<file path="config.mk">
export PLATFORM = sky130hd
export DESIGN_NAME = spi_shift_engine
export DESIGN_NICKNAME = d
export VERILOG_FILES = /design/src/rtl/spi_shift_engine.sv
export SDC_FILE = /design/constraint.sdc
export NUM_CORES = 1
export LEC_CHECK = 0
export CORE_ASPECT_RATIO = 0.5
export CORE_MARGIN = 2
export CORE_UTILIZATION = 55
export DETAILED_ROUTE_END_ITERATION = 10
export GPL_TIMING_DRIVEN = 1
export PLACE_DENSITY = 0.78
export SLEW_MARGIN = 15
export SYNTH_ARGS = -nofsm -noshare
export SYNTH_HDL_FRONTEND = slang
export SYNTH_SLANG_ARGS = --single-unit
export TNS_END_PERCENT = 30
</file>
<file path="constraint.sdc">
create_clock -name clk -period 7.2 [get_ports clk]
set_clock_uncertainty 0.1 [all_clocks]
set_input_delay 1.8 -clock clk [delete_from_list [all_inputs] [get_ports clk]]
set_output_delay 1.8 -clock clk [all_outputs]
set_load 0.03 [all_outputs]
</file>
<file path="src/rtl/spi_shift_engine.sv">
module spi_shift_engine #(
  parameter int WORD_W = 32,
  parameter int BR_W   = 16,
  parameter int CNT_W  = 16
) (
  input  logic                      clk,
  input  logic                      rst_n,
  input  logic [$clog2(WORD_W)-1:0] cfg_len_m1,
  input  logic                      cfg_cpol,
  input  logic                      cfg_ph,
  input  logic                      cfg_msb_first,
  input  logic                      cfg_idle,
  input  logic                      cfg_tx_off,
  input  logic                      cfg_rx_off,
  input  logic [BR_W-1:0]           cfg_reload,
  input  logic [WORD_W-1:0]         tx_word,
  input  logic                      tx_valid,
  output logic                      tx_ready,
  input  logic                      rx_req_we,
  input  logic [CNT_W-1:0]          rx_req_cnt,
  output logic [CNT_W-1:0]          rx_todo,
  output logic [WORD_W-1:0]         rx_word,
  output logic [$clog2(WORD_W)-3:0] rx_bytes,
  output logic                      rx_valid,
  input  logic                      rx_take,
  output logic                      busy,
  output logic                      tx_underflow,
  output logic                      rx_overflow,
  output logic                      sclk,
  output logic                      mosi,
  input  logic                      miso
);
  localparam int LEN_W  = $clog2(WORD_W);
  localparam int TICK_W = LEN_W + 1;
  localparam int BYTE_W = LEN_W - 2;

  logic [BR_W-1:0]   div_q, lreload_q;
  logic [TICK_W-1:0] tick_q;
  logic [LEN_W-1:0]  llen_q;
  logic              lpol_q, lph_q, lmsb_q, ltxoff_q, lrxoff_q;
  logic [WORD_W-1:0] txw_q, rxsh_q, rx_next;

  wire tick_now = busy && (div_q == '0);
  wire fin      = tick_now && (tick_q == {llen_q, 1'b1});
  wire start    = !busy && ((!cfg_tx_off && tx_valid) ||
                            (cfg_tx_off && !cfg_rx_off && (rx_todo != '0)));
  wire sample   = tick_now && !lrxoff_q && (tick_q[0] != lph_q);

  wire [TICK_W-1:0] tick_m1   = tick_q - 1'b1;
  wire [LEN_W-1:0]  samp_step = tick_q[TICK_W-1:1];
  wire [LEN_W-1:0]  out_step  = (lph_q || tick_q == '0) ? tick_q[TICK_W-1:1]
                                                        : tick_m1[TICK_W-1:1];
  wire [LEN_W-1:0]  out_pos   = lmsb_q ? llen_q - out_step  : out_step;
  wire [LEN_W-1:0]  samp_pos  = lmsb_q ? llen_q - samp_step : samp_step;
  wire [BYTE_W-1:0] frame_bytes = BYTE_W'(llen_q >> 3) + 1'b1;
  wire [CNT_W-1:0]  fb_wide     = CNT_W'(frame_bytes);

  assign tx_ready = start && !cfg_tx_off;
  assign sclk     = busy ? (lpol_q ^ tick_q[0]) : cfg_cpol;
  assign mosi     = (busy && !ltxoff_q) ? txw_q[out_pos] : cfg_idle;

  always_comb begin
    rx_next = rxsh_q;
    if (sample) rx_next[samp_pos] = miso;
  end

  always_ff @(posedge clk or negedge rst_n) begin
    if (!rst_n) begin
      busy         <= 1'b0;
      div_q        <= '0;
      lreload_q    <= '0;
      tick_q       <= '0;
      llen_q       <= '0;
      lpol_q       <= 1'b0;
      lph_q        <= 1'b0;
      lmsb_q       <= 1'b0;
      ltxoff_q     <= 1'b0;
      lrxoff_q     <= 1'b0;
      txw_q        <= '0;
      rxsh_q       <= '0;
      rx_word      <= '0;
      rx_bytes     <= '0;
      rx_valid     <= 1'b0;
      rx_todo      <= '0;
      tx_underflow <= 1'b0;
      rx_overflow  <= 1'b0;
    end else begin
      tx_underflow <= 1'b0;
      rx_overflow  <= 1'b0;
      if (start) begin
        busy      <= 1'b1;
        div_q     <= cfg_reload;
        lreload_q <= cfg_reload;
        tick_q    <= '0;
        llen_q    <= cfg_len_m1;
        lpol_q    <= cfg_cpol;
        lph_q     <= cfg_ph;
        lmsb_q    <= cfg_msb_first;
        ltxoff_q  <= cfg_tx_off;
        lrxoff_q  <= cfg_rx_off;
        txw_q     <= cfg_tx_off ? '0 : tx_word;
        rxsh_q    <= '0;
      end else if (busy) begin
        rxsh_q <= rx_next;
        if (tick_now) begin
          div_q  <= lreload_q;
          tick_q <= tick_q + 1'b1;
        end else begin
          div_q <= div_q - 1'b1;
        end
        if (fin) begin
          busy <= 1'b0;
          if (!ltxoff_q && !lrxoff_q && !tx_valid) tx_underflow <= 1'b1;
        end
      end

      if (fin && !lrxoff_q) begin
        rx_valid    <= 1'b1;
        rx_word     <= rx_next;
        rx_bytes    <= frame_bytes;
        rx_overflow <= rx_valid && !rx_take;
      end else if (rx_take) begin
        rx_valid <= 1'b0;
      end

      if (fin && ltxoff_q)
        rx_todo <= (rx_todo > fb_wide) ? rx_todo - fb_wide : '0;
      else if (rx_req_we && rx_todo == '0)
        rx_todo <= rx_req_cnt;
    end
  end

  assert_accept_starts_frame_R8: assert property (@(posedge clk) disable iff (!rst_n)
    tx_ready |=> busy);
  assert_sclk_holds_between_ticks_R2: assert property (@(posedge clk) disable iff (!rst_n)
    (busy && div_q != '0) |=> $stable(sclk));
  assert_underflow_after_end_R9: assert property (@(posedge clk) disable iff (!rst_n)
    tx_underflow |-> (!busy && $past(busy)));
  assert_overflow_keeps_word_R10: assert property (@(posedge clk) disable iff (!rst_n)
    rx_overflow |-> rx_valid);
  assert_todo_never_rises_R7: assert property (@(posedge clk) disable iff (!rst_n)
    (busy && $past(busy) && ltxoff_q) |-> (rx_todo <= $past(rx_todo)));
  assert_byte_count_range_R6: assert property (@(posedge clk) disable iff (!rst_n)
    rx_valid |-> (rx_bytes != '0 && int'(rx_bytes) <= WORD_W / 8));
endmodule

</file>
[Yosys cells after proc, flatten, opt, wreduce, memory -nomap -nowiden]
Cells that the tools add are included.
Storage, ports and cells
  flip-flop bits (word level): 167
  bits of input ports: 81
  word-level logic and storage cells: 100
Cells by class
  $add $sub $neg: 7
  magnitude comparators: 4
  eq/ne operators: 2
  multiplexer cells: 33
  bitwise operators: 1
  reductions and logical operators: 35
Operator list (count)
  2-to-1 mux 32 bit: 4
  2-to-1 mux 16 bit: 6
  bitwise mux 32 bit: 1
  logical NOT 16 bit: 2
  2-to-1 mux 6 bit: 3
  logical AND 1 bit: 17
  > comparator 16 x 3 -> 1 bit: 1
  nonzero test 16 bit: 1
  subtractor 16 x 1 -> 16 bit, second input constant: 1
  subtractor 16 x 3 -> 16 bit: 1
  2-to-1 mux 5 bit: 3
  2-to-1 mux 1 bit: 14
  < comparator 5 x 6 -> 1 bit, second input constant: 2
  subtractor 5 bit: 2
  nonzero test 2 bit: 4
  logical NOT 1 bit: 7
  adder 6 x 1 -> 6 bit, second input constant: 1
  equality test 6 bit: 1
  logical NOT 6 bit: 1
  subtractor 6 x 1 -> 6 bit, second input constant: 1
  binary-select mux 1 bit (select 5 bit): 1
  demux 1 bit (select 5 bit): 1
  >= comparator 5 x 1 -> 1 bit, second input constant: 1
  adder 2 x 1 -> 3 bit, second input constant: 1
  other kinds (4): 5

[Longest topological paths before layout]
Gate-level depths: netlist (run 1).
  word-level depth: 10
  mapped depth: 17

[Least setup slack after synthesis (run 1)]
Ideal clock, no wire load.
  path kind: register to output
  from: reg tick_q[0]
  to: out mosi
  arrival time: 4.091 ns
  data required time: 5.300 ns
  slack: 1.209 ns
  cell stages (with the launch flop): 18
  cells stage by stage: dfrtp_1 clkbuf_1 inv_1 ha_1 or4b_4 o21ai_0 o21a_1 ha_1 inv_1 fa_1 nor2_1 a21o_1 buf_2 buf_2 a211oi_1 a211oi_1 o41ai_1 a31oi_1
Between the ends
  longest elaborated chain between the ends: 8
  elaborated cells between the ends (all ways): 9
  those cells by class: add/sub (2); mux (5); reduce/logical (2)
Ends and longest elaborated chain
  start, declared: RTL line 38  | logic [TICK_W-1:0] tick_q;
  start signal, assigned: RTL line 107  | tick_q <= tick_q + 1'b1;
  branches (longest 2 deep; another with subtractor 6 x 1 -> 6 bit)
  2-to-1 mux 5 bit *: RTL line 51  | wire [LEN_W-1:0] out_step = (lph_q || tick_q == '0) ? tick_q[TICK_W-1:1]
  subtractor 5 bit: RTL line 53  | wire [LEN_W-1:0] out_pos = lmsb_q ? llen_q - out_step : out_step;
  2-to-1 mux 5 bit *: RTL line 53
  binary-select mux 1 bit (select 5 bit) *: RTL line 60  | assign mosi = (busy && !ltxoff_q) ? txw_q[out_pos] : cfg_idle;
  2-to-1 mux 1 bit (implied by the code) *: RTL line 60
  2-to-1 mux 1 bit *: RTL line 60
  end, declared: RTL line 30  | output logic mosi,
Every way passes the cells marked *. The select of a mux whose other input is x is not followed.

[Final worst setup path (run 1)]
Same ends and word-level chain as after synthesis.

==> results.md, run 1 <==
* Status: finished, final reports clean
* CTS clock-pin slew for the worst setup and hold paths at about 0.070 ns
* Switching Power at 1.18 mW
* Largest area contributor in the netlist: dfrtp_1
* Leading post-synthesis cells by cell area: dfrtp_1, nand2_1, o21ai_0, o211ai_1, mux2i_1
* Die Span X at ~190 um
* Initial antenna violation count at 0
* Pre-antenna DRT Iters at 5
* Drt wl/cell at 17.2 um
* Iter 0 DRT Violations at roughly 760
* Synth top area share at 0.450
* Clock share of power at 0.284
* Final min period at about 6.9 ns
* Mapped Cells at ~1100
* Flop-to-flop setup slack at 3.45 ns
* Total track usage at 0.272
* Routed Antenna Nets at 0
* H-tree depth at 4
* Synth Flop Type: dfrtp_1
* Clk sinks at 167
* Initial cell density of the core at 0.565
* Core box area at around 16000 um^2
* # hold bufs at CTS at 0
* DR vias at just over 8000
* # setup viols final at 0
* Final Util at 0.688
* # IOs at ~140
* P&R area growth vs syn at 21.7%
* Fill cells at 1341
* PD cells at 276 nW/um^2
* Hold path endpoint: txw_q[28]$_DFFE_PN0P_
* Grt ovf at 0
* Post-detailed-routing wire length at approximately 24 mm
* Crit path launch type: register
* HPWL Detailed at 16.5 mm
* CP arrival at 5.03 ns
* Maximum VDD drop at 0.193 mV
* Mapped Area at about 9300 um^2
* Die Area at 18000 um^2
* Total CTS buffers at 17
* Crit path max fanout at 16
* PortBufs at ~140
* Final slew viol count at 0
* Fraction of layout cells with a size suffix above 1 at 0.0553
* CTS tree: yes
* Sequential fraction of the synthesis area at 0.450
* Final period utilization at 0.963
* Final Hold Vio Count at 0
* WS Path Type: reg2out
* Max clock buf depth at 2
* CTS resizes at 0
* Crit. End Element: primary output
* EDFF count, synth at 0
* Residual DRC count at 0
* Sequential Power Share at 0.400
* Post-place setup slack at roughly 0.56 ns
* Post-CTS Setup Bufs at 0
* Antenna cells at 0
* Worst Path Required at 5.30 ns
* Via/cell ratio at roughly 6
* FF-to-FF path depth at 8
* Synthesis-stage register bit count at about 170
* Root buffer cell: clkbuf_16
* Post-synth net total at 1153
* Synth Warn # at 0
* Internal power at between 1.5 and 2 mW
* RSZ-0062 raised after global routing: false
* First-pass GRT wire length at 39.5 mm
* Startpoint of the worst hold path: txw_q[28]$_DFFE_PN0P_
* Distinct cell type count of the synthesized netlist at 65
* R2r endpoint: rx_todo[10]$_DFFE_PN0P_
* Sw Share at 0.379
* Core Rows at 33
* Worst slew pin tran at approximately 0.97 ns
* NumNets Final at between 1000 and 1500
* Lkg Pwr at approximately 4.8 nW
* Worst slew margin at 0.355
* Syn Area/Cell at ~8.8 um^2
* Comb pwr share at 0.317
* GPL Wtd Cong at about 0.88
* Setup ws final at 0.266 ns
* Async set-reset flop share out of synthesis at 1.00
* Hold Crit Depth at 2
* Max-cap viol count at 0
* Largest net degree at the start of global routing at 105
* Max frequency at around 140 MHz
* Hold WC Path Type: reg2reg
* Setup Total Neg Slack at 0 ns
* Worst-skew pair later-pin latency at 0.43 ns
* Reg-to-Reg Start: busy$_DFF_PN0_
* Die H at approximately 96 um
* Number of global-route vias before repair at between 7000 and 8000
-- worst max-delay path by stage --
stage | cells after the start | start | endpoint | slack [ns]
after CTS | 16 | tick_q[0]$_DFFE_PN0P_ | mosi | 0.07
final | 16 | tick_q[0]$_DFFE_PN0P_ | mosi | 0.27
after detailed placement | 16 | tick_q[0]$_DFFE_PN0P_ | mosi | 0.56
after global routing | 16 | tick_q[0]$_DFFE_PN0P_ | mosi | 0.002
after global placement | 16 | tick_q[0]$_DFFE_PN0P_ | mosi | 0.61
after floorplan | 17 | tick_q[0]$_DFFE_PN0P_ | mosi | 1.21
-- synth_stat cells (9+ instances only) --
library cell    n
nand2_1       228
o211ai_1       43
xnor2_1        15
dfrtp_1       167
nor2_1         45
ha_1           15
mux2i_1        32
or3_1          27
nor3_1         19
nor4_1         10
o311ai_0        9
a211oi_1       25
o21ai_0        91
nand3_1        31
a21oi_1        29
buf_2          15
nand3b_1       34
inv_1          30
clkbuf_1       50
-- metrics by stage --
step / std cells / hold WS [ns] / power (mW) / area [um^2]
global route: 1385 / 0.399 / 3.30 / 11300
floorplan: 1054 / 0.338 / 1.92 / 9290
finish: 1385 / 0.374 / 3.12 / 11300
CTS: 1385 / 0.379 / 3.11 / 11300
detailed placement: 1354 / 0.361 / 2.22 / 10700
global placement: 1354 / 0.353 / 2.19 / 10700
-- routing by layer --
metal  track usage  vias to the layer above  wire, um
met1         0.396                     3962     11500
met3        0.0514                       24      1400
met4        0.0571                        0       192
met5             0                        -         0
met2         0.427                      270     10700
li1              -                     3960         -
-- worst max-delay path, stage by stage (launching register included) --
cell	delay [ns]
dfrtp_1	0.48
inv_1	0.14
ha_1	0.23
or4b_4	0.51
o21ai_0	0.29
o21a_1	0.17
ha_1	0.16
inv_1	0.06
fa_1	0.42
nor2_1	0.12
buf_4	0.19
a21o_4	0.23
mux2i_1	0.27
a211oi_1	0.10
o41ai_1	0.44
a31oi_1	0.17
clkdlybuf4s50_1	0.62
-- registers in the layout, summed over array words and instances (netlist names) --
name / count
tick_q: 6
busy: 1
lrxoff_q: 1
div_q: 16
rx_valid: 1
rxsh_q: 32
tx_underflow: 1
lph_q: 1
lpol_q: 1
txw_q: 32
lmsb_q: 1
llen_q: 5
rx_bytes: 3
rx_word: 32
lreload_q: 16
rx_todo: 16
ltxoff_q: 1
rx_overflow: 1
-- power by group through the flow --
stage	clock (mW)	combinational [mW]	sequential, mW
after global routing	0.938	1.09	1.27
after global placement	0	0.934	1.25
after detailed placement	0	0.966	1.26
after CTS	0.891	0.973	1.24
after floorplan	0	0.675	1.25
final	0.886	0.988	1.25
-- area by class of cell --
type	count	area [um^2]	share of cell area
Multi-Input combinational cell	782	4710	0.417
Sequential cell	167	4180	0.370
Timing Repair Buffer	148	1460	0.129
Clock buffer	17	425	0.0377
Tap cell	227	284	0.0251
Clock inverter	14	133	0.0117
Inverter	30	113	0.00997
-- kinds of logic after synthesis --
| logic type | share of synthesized area |
|---|---|
| adder cells (fa/ha/maj) | 0.0267 |
| multiplexers | 0.0369 |
| AO/OA/AOI/OAI | 0.180 |
| AND/OR/NAND/NOR | 0.240 |
| flip-flops | 0.450 |
| XOR/XNOR | 0.0198 |
| buffers and inverters | 0.0465 |
-- layout by cell type (no fill, tap or decap), types with 27 or more instances in the layout --
cell type        instances
nand2_1                228
dfrtp_1                167
clkdlybuf4s50_1        137
o21ai_0                 91
nor2_1                  45
o211ai_1                43
nand3b_1                34
mux2i_1                 32
nand3_1                 31
inv_1                   30
a21oi_1                 29
or3_1                   27
(Power assumes the default switching activity.)
==> run 2: changes to the inputs <==
- PLACE_DENSITY: 0.78 -> 0.81
==> run 2 against run 1 <==
Global-route usage increased by 0.72 points. Core utilization increased by 0.47 points. First-iteration DRC count increased by 21%. Critical path type unchanged.
==> results.md, run 2 (synthesis gave the netlist of run 1 again) <==
* CP Buf/Inv Count at 4 (unchanged)
* Max-cap viol count at 0 (unchanged)
* Die Span X at 188 um (unchanged)
* Setup Total Neg Slack at 0 ns (unchanged)
* Final Hold Vio Count at 0 (unchanged)
* FF-to-FF path depth at 9 (+1)
* Non-filler cells, final at 1386 (+0.072%)
* Core Rows at 33 (unchanged)
* Cell depth of the worst setup path at 16 (unchanged)
* # IOs at 139 (unchanged)
* Max frequency at 151 MHz (+4.9%)
* Worst-skew pair later-pin latency at 0.43 ns (about the same)
* Final Util at 0.692 (+0.00472)
* PD cells at 285 nW/um^2 (+3.3%)
* Most common cell after layout, fill and taps aside: nand2_1
* Initial antenna violation count at 0 (unchanged)
* Total CTS buffers at 17 (unchanged)
* Grt ovf at 0 (unchanged)
* Total power at 3.25 mW (+4.0%)
* First-pass GRT wire length at 40.2 mm (+1.9%)
* Top delay family on crit path: compound AO/OA/AOI/OAI gates
* Inst Count DP at 1354 (unchanged)
* Drt wl/cell at 17.6 um (+2.5%)
* Max stage delay on crit path at 0.51 ns (-0.11 ns)
* Number of global-route vias before repair at 8035 (+3.8%)
* Final Cell Area at 11400 um^2 (+0.69%)
* Routed Antenna Nets at 0 (unchanged)
* Register area at 4180 um^2 (unchanged)
* Initial cell density of the core at 0.565 (unchanged)
* Status: finished, final reports clean
* Worst Path Required at 5.30 ns (about the same)
* HPWL Detailed at 16.5 mm (+0.37%)
* WS Path Type: reg2out
* Fill cells at 1289 (-3.9%)
* Crit. End Element: primary output
* Core box area at 16400 um^2 (unchanged)
* Final period utilization at 0.918 (-0.0453)
* Most frequent cells in the layout: nand2_1, dfrtp_1, clkdlybuf4s50_1
* Iter 0 DRT Violations at 918 (+21%)
* Pre-antenna DRT Iters at 5 (unchanged)
* PortBufs at 138 (unchanged)
* Lkg Pwr at 4.87 nW (+1.1%)
* Hold WS at 0.375 ns (+0.00102 ns)
* Antenna cells at 0 (unchanged)
* Setup ws final at 0.592 ns (+0.326 ns)
* RSZ-0062 raised after global routing: false
* Post-CTS Setup Bufs at 0 (unchanged)
* Multi-input gate area at 4700 um^2 (-0.13%)
* Fraction of layout cells with a size suffix above 1 at 0.0561 (+0.000815)
* Hold WC Path Type: reg2reg
* Root buffer cell: clkbuf_16
* Post-place setup slack at 0.598 ns (+0.0413 ns)
* Residual DRC count at 0 (unchanged)
* Crit path launch type: register
* Die Area at 18000 um^2 (unchanged)
* Crit path max fanout at 16 (unchanged)
* Clk sinks at 167 (unchanged)
* Total track usage at 0.279 (+0.00724)
* Maximum VDD drop at 0.193 mV (about the same)
* Hold Crit Depth at 2 (unchanged)
* Crit-path slowest cell: or4b_4
* Die H at 95.9 um (unchanged)
* # setup viols final at 0 (unchanged)
* CTS tree: yes
* Top flop regs: rx_word: 32 flops, rxsh_q: 32 flops, txw_q: 32 flops
* H-tree depth at 4 (unchanged)
* Via/cell ratio at 6.05 (+2.0%)
* Worst slew margin at 0.336 (-0.0189)
* Final min period at 6.61 ns (-0.326 ns)
* DR vias at 8386 (+2.1%)
* NumNets Final at 1245 (unchanged)
* GPL Wtd Cong at 0.928 (+6.0%)
* Dpl cell area at 10700 um^2 (unchanged)
* CTS clock-pin slew for the worst setup and hold paths at 0.07 ns (about the same)
* Post-detailed-routing wire length at 24.4 mm (+2.6%)
* P&R area growth vs syn at 22.5%
* Worst slew pin tran at 0.996 ns (+0.0283 ns)
* CP arrival at 4.71 ns (-0.32 ns)
* Max clock buf depth at 2 (unchanged)
* CP Cell Sequence: inv_1 > ha_1 > or4b_4 > o21ai_1 > o21a_1 > ha_1 > inv_1 > fa_1 > nor2_1 > buf_4 > a21o_2 > a211oi_1 > a211oi_1 > o41ai_1 > a31oi_1 > dlymetal6s2s_1
* Largest net degree at the start of global routing at 108 (+2.9%)
* Final slew viol count at 0 (unchanged)
[run 2: metal layers]
metal  up-vias  global-route usage  share of wire
li1       3965                   -              -
met1      4030               0.374           0.45
met2       345               0.464           0.46
met3        46              0.0598          0.072
met4         0              0.0833          0.017
met5         -                   0              0
[run 2: timing repair]
action | 4_1_cts | 5_1_grt
endpoints found under the setup margin | 0 | 1
hold endpoints to repair | 0 | 0
resized for setup | 0 | 3
hold buffers | 0 | 0
[run 2: where the power goes]
part | internal, mW | switching [mW]
registers | 1.08 | 0.173
logic | 0.400 | 0.597
clock network | 0.590 | 0.406
[run 2: area by class of cell]
type | instances | share of cell area
Clock inverter | 15 | 0.0188
Multi-Input combinational cell | 782 | 0.413
Tap cell | 227 | 0.0250
Timing Repair Buffer | 148 | 0.128
Clock buffer | 17 | 0.0374
Sequential cell | 167 | 0.367
Inverter | 30 | 0.00990
[run 2: final timing paths]
check / startpoint / endpoint / slack [ns]
worst max-delay path: tick_q[0]$_DFFE_PN0P_ / mosi / 0.59
worst min-delay path: txw_q[22]$_DFFE_PN0P_ / txw_q[22]$_DFFE_PN0P_ / 0.38
worst max register to register: tick_q[2]$_DFFE_PN0P_ / rx_word[1]$_DFFE_PN0P_ / 3.44
worst min register to register: txw_q[22]$_DFFE_PN0P_ / txw_q[22]$_DFFE_PN0P_ / 0.38
max in group asynchronous: rst_n / rxsh_q[19]$_DFFE_PN0P_ / 4.27
min in group asynchronous: rst_n / txw_q[12]$_DFFE_PN0P_ / 1.37
[run 2: worst min-delay path, cell delays in order (launching register included)]
cell and delay, ns:
dfrtp_1 0.34, nand2_1 0.05, nand2_1 0.05
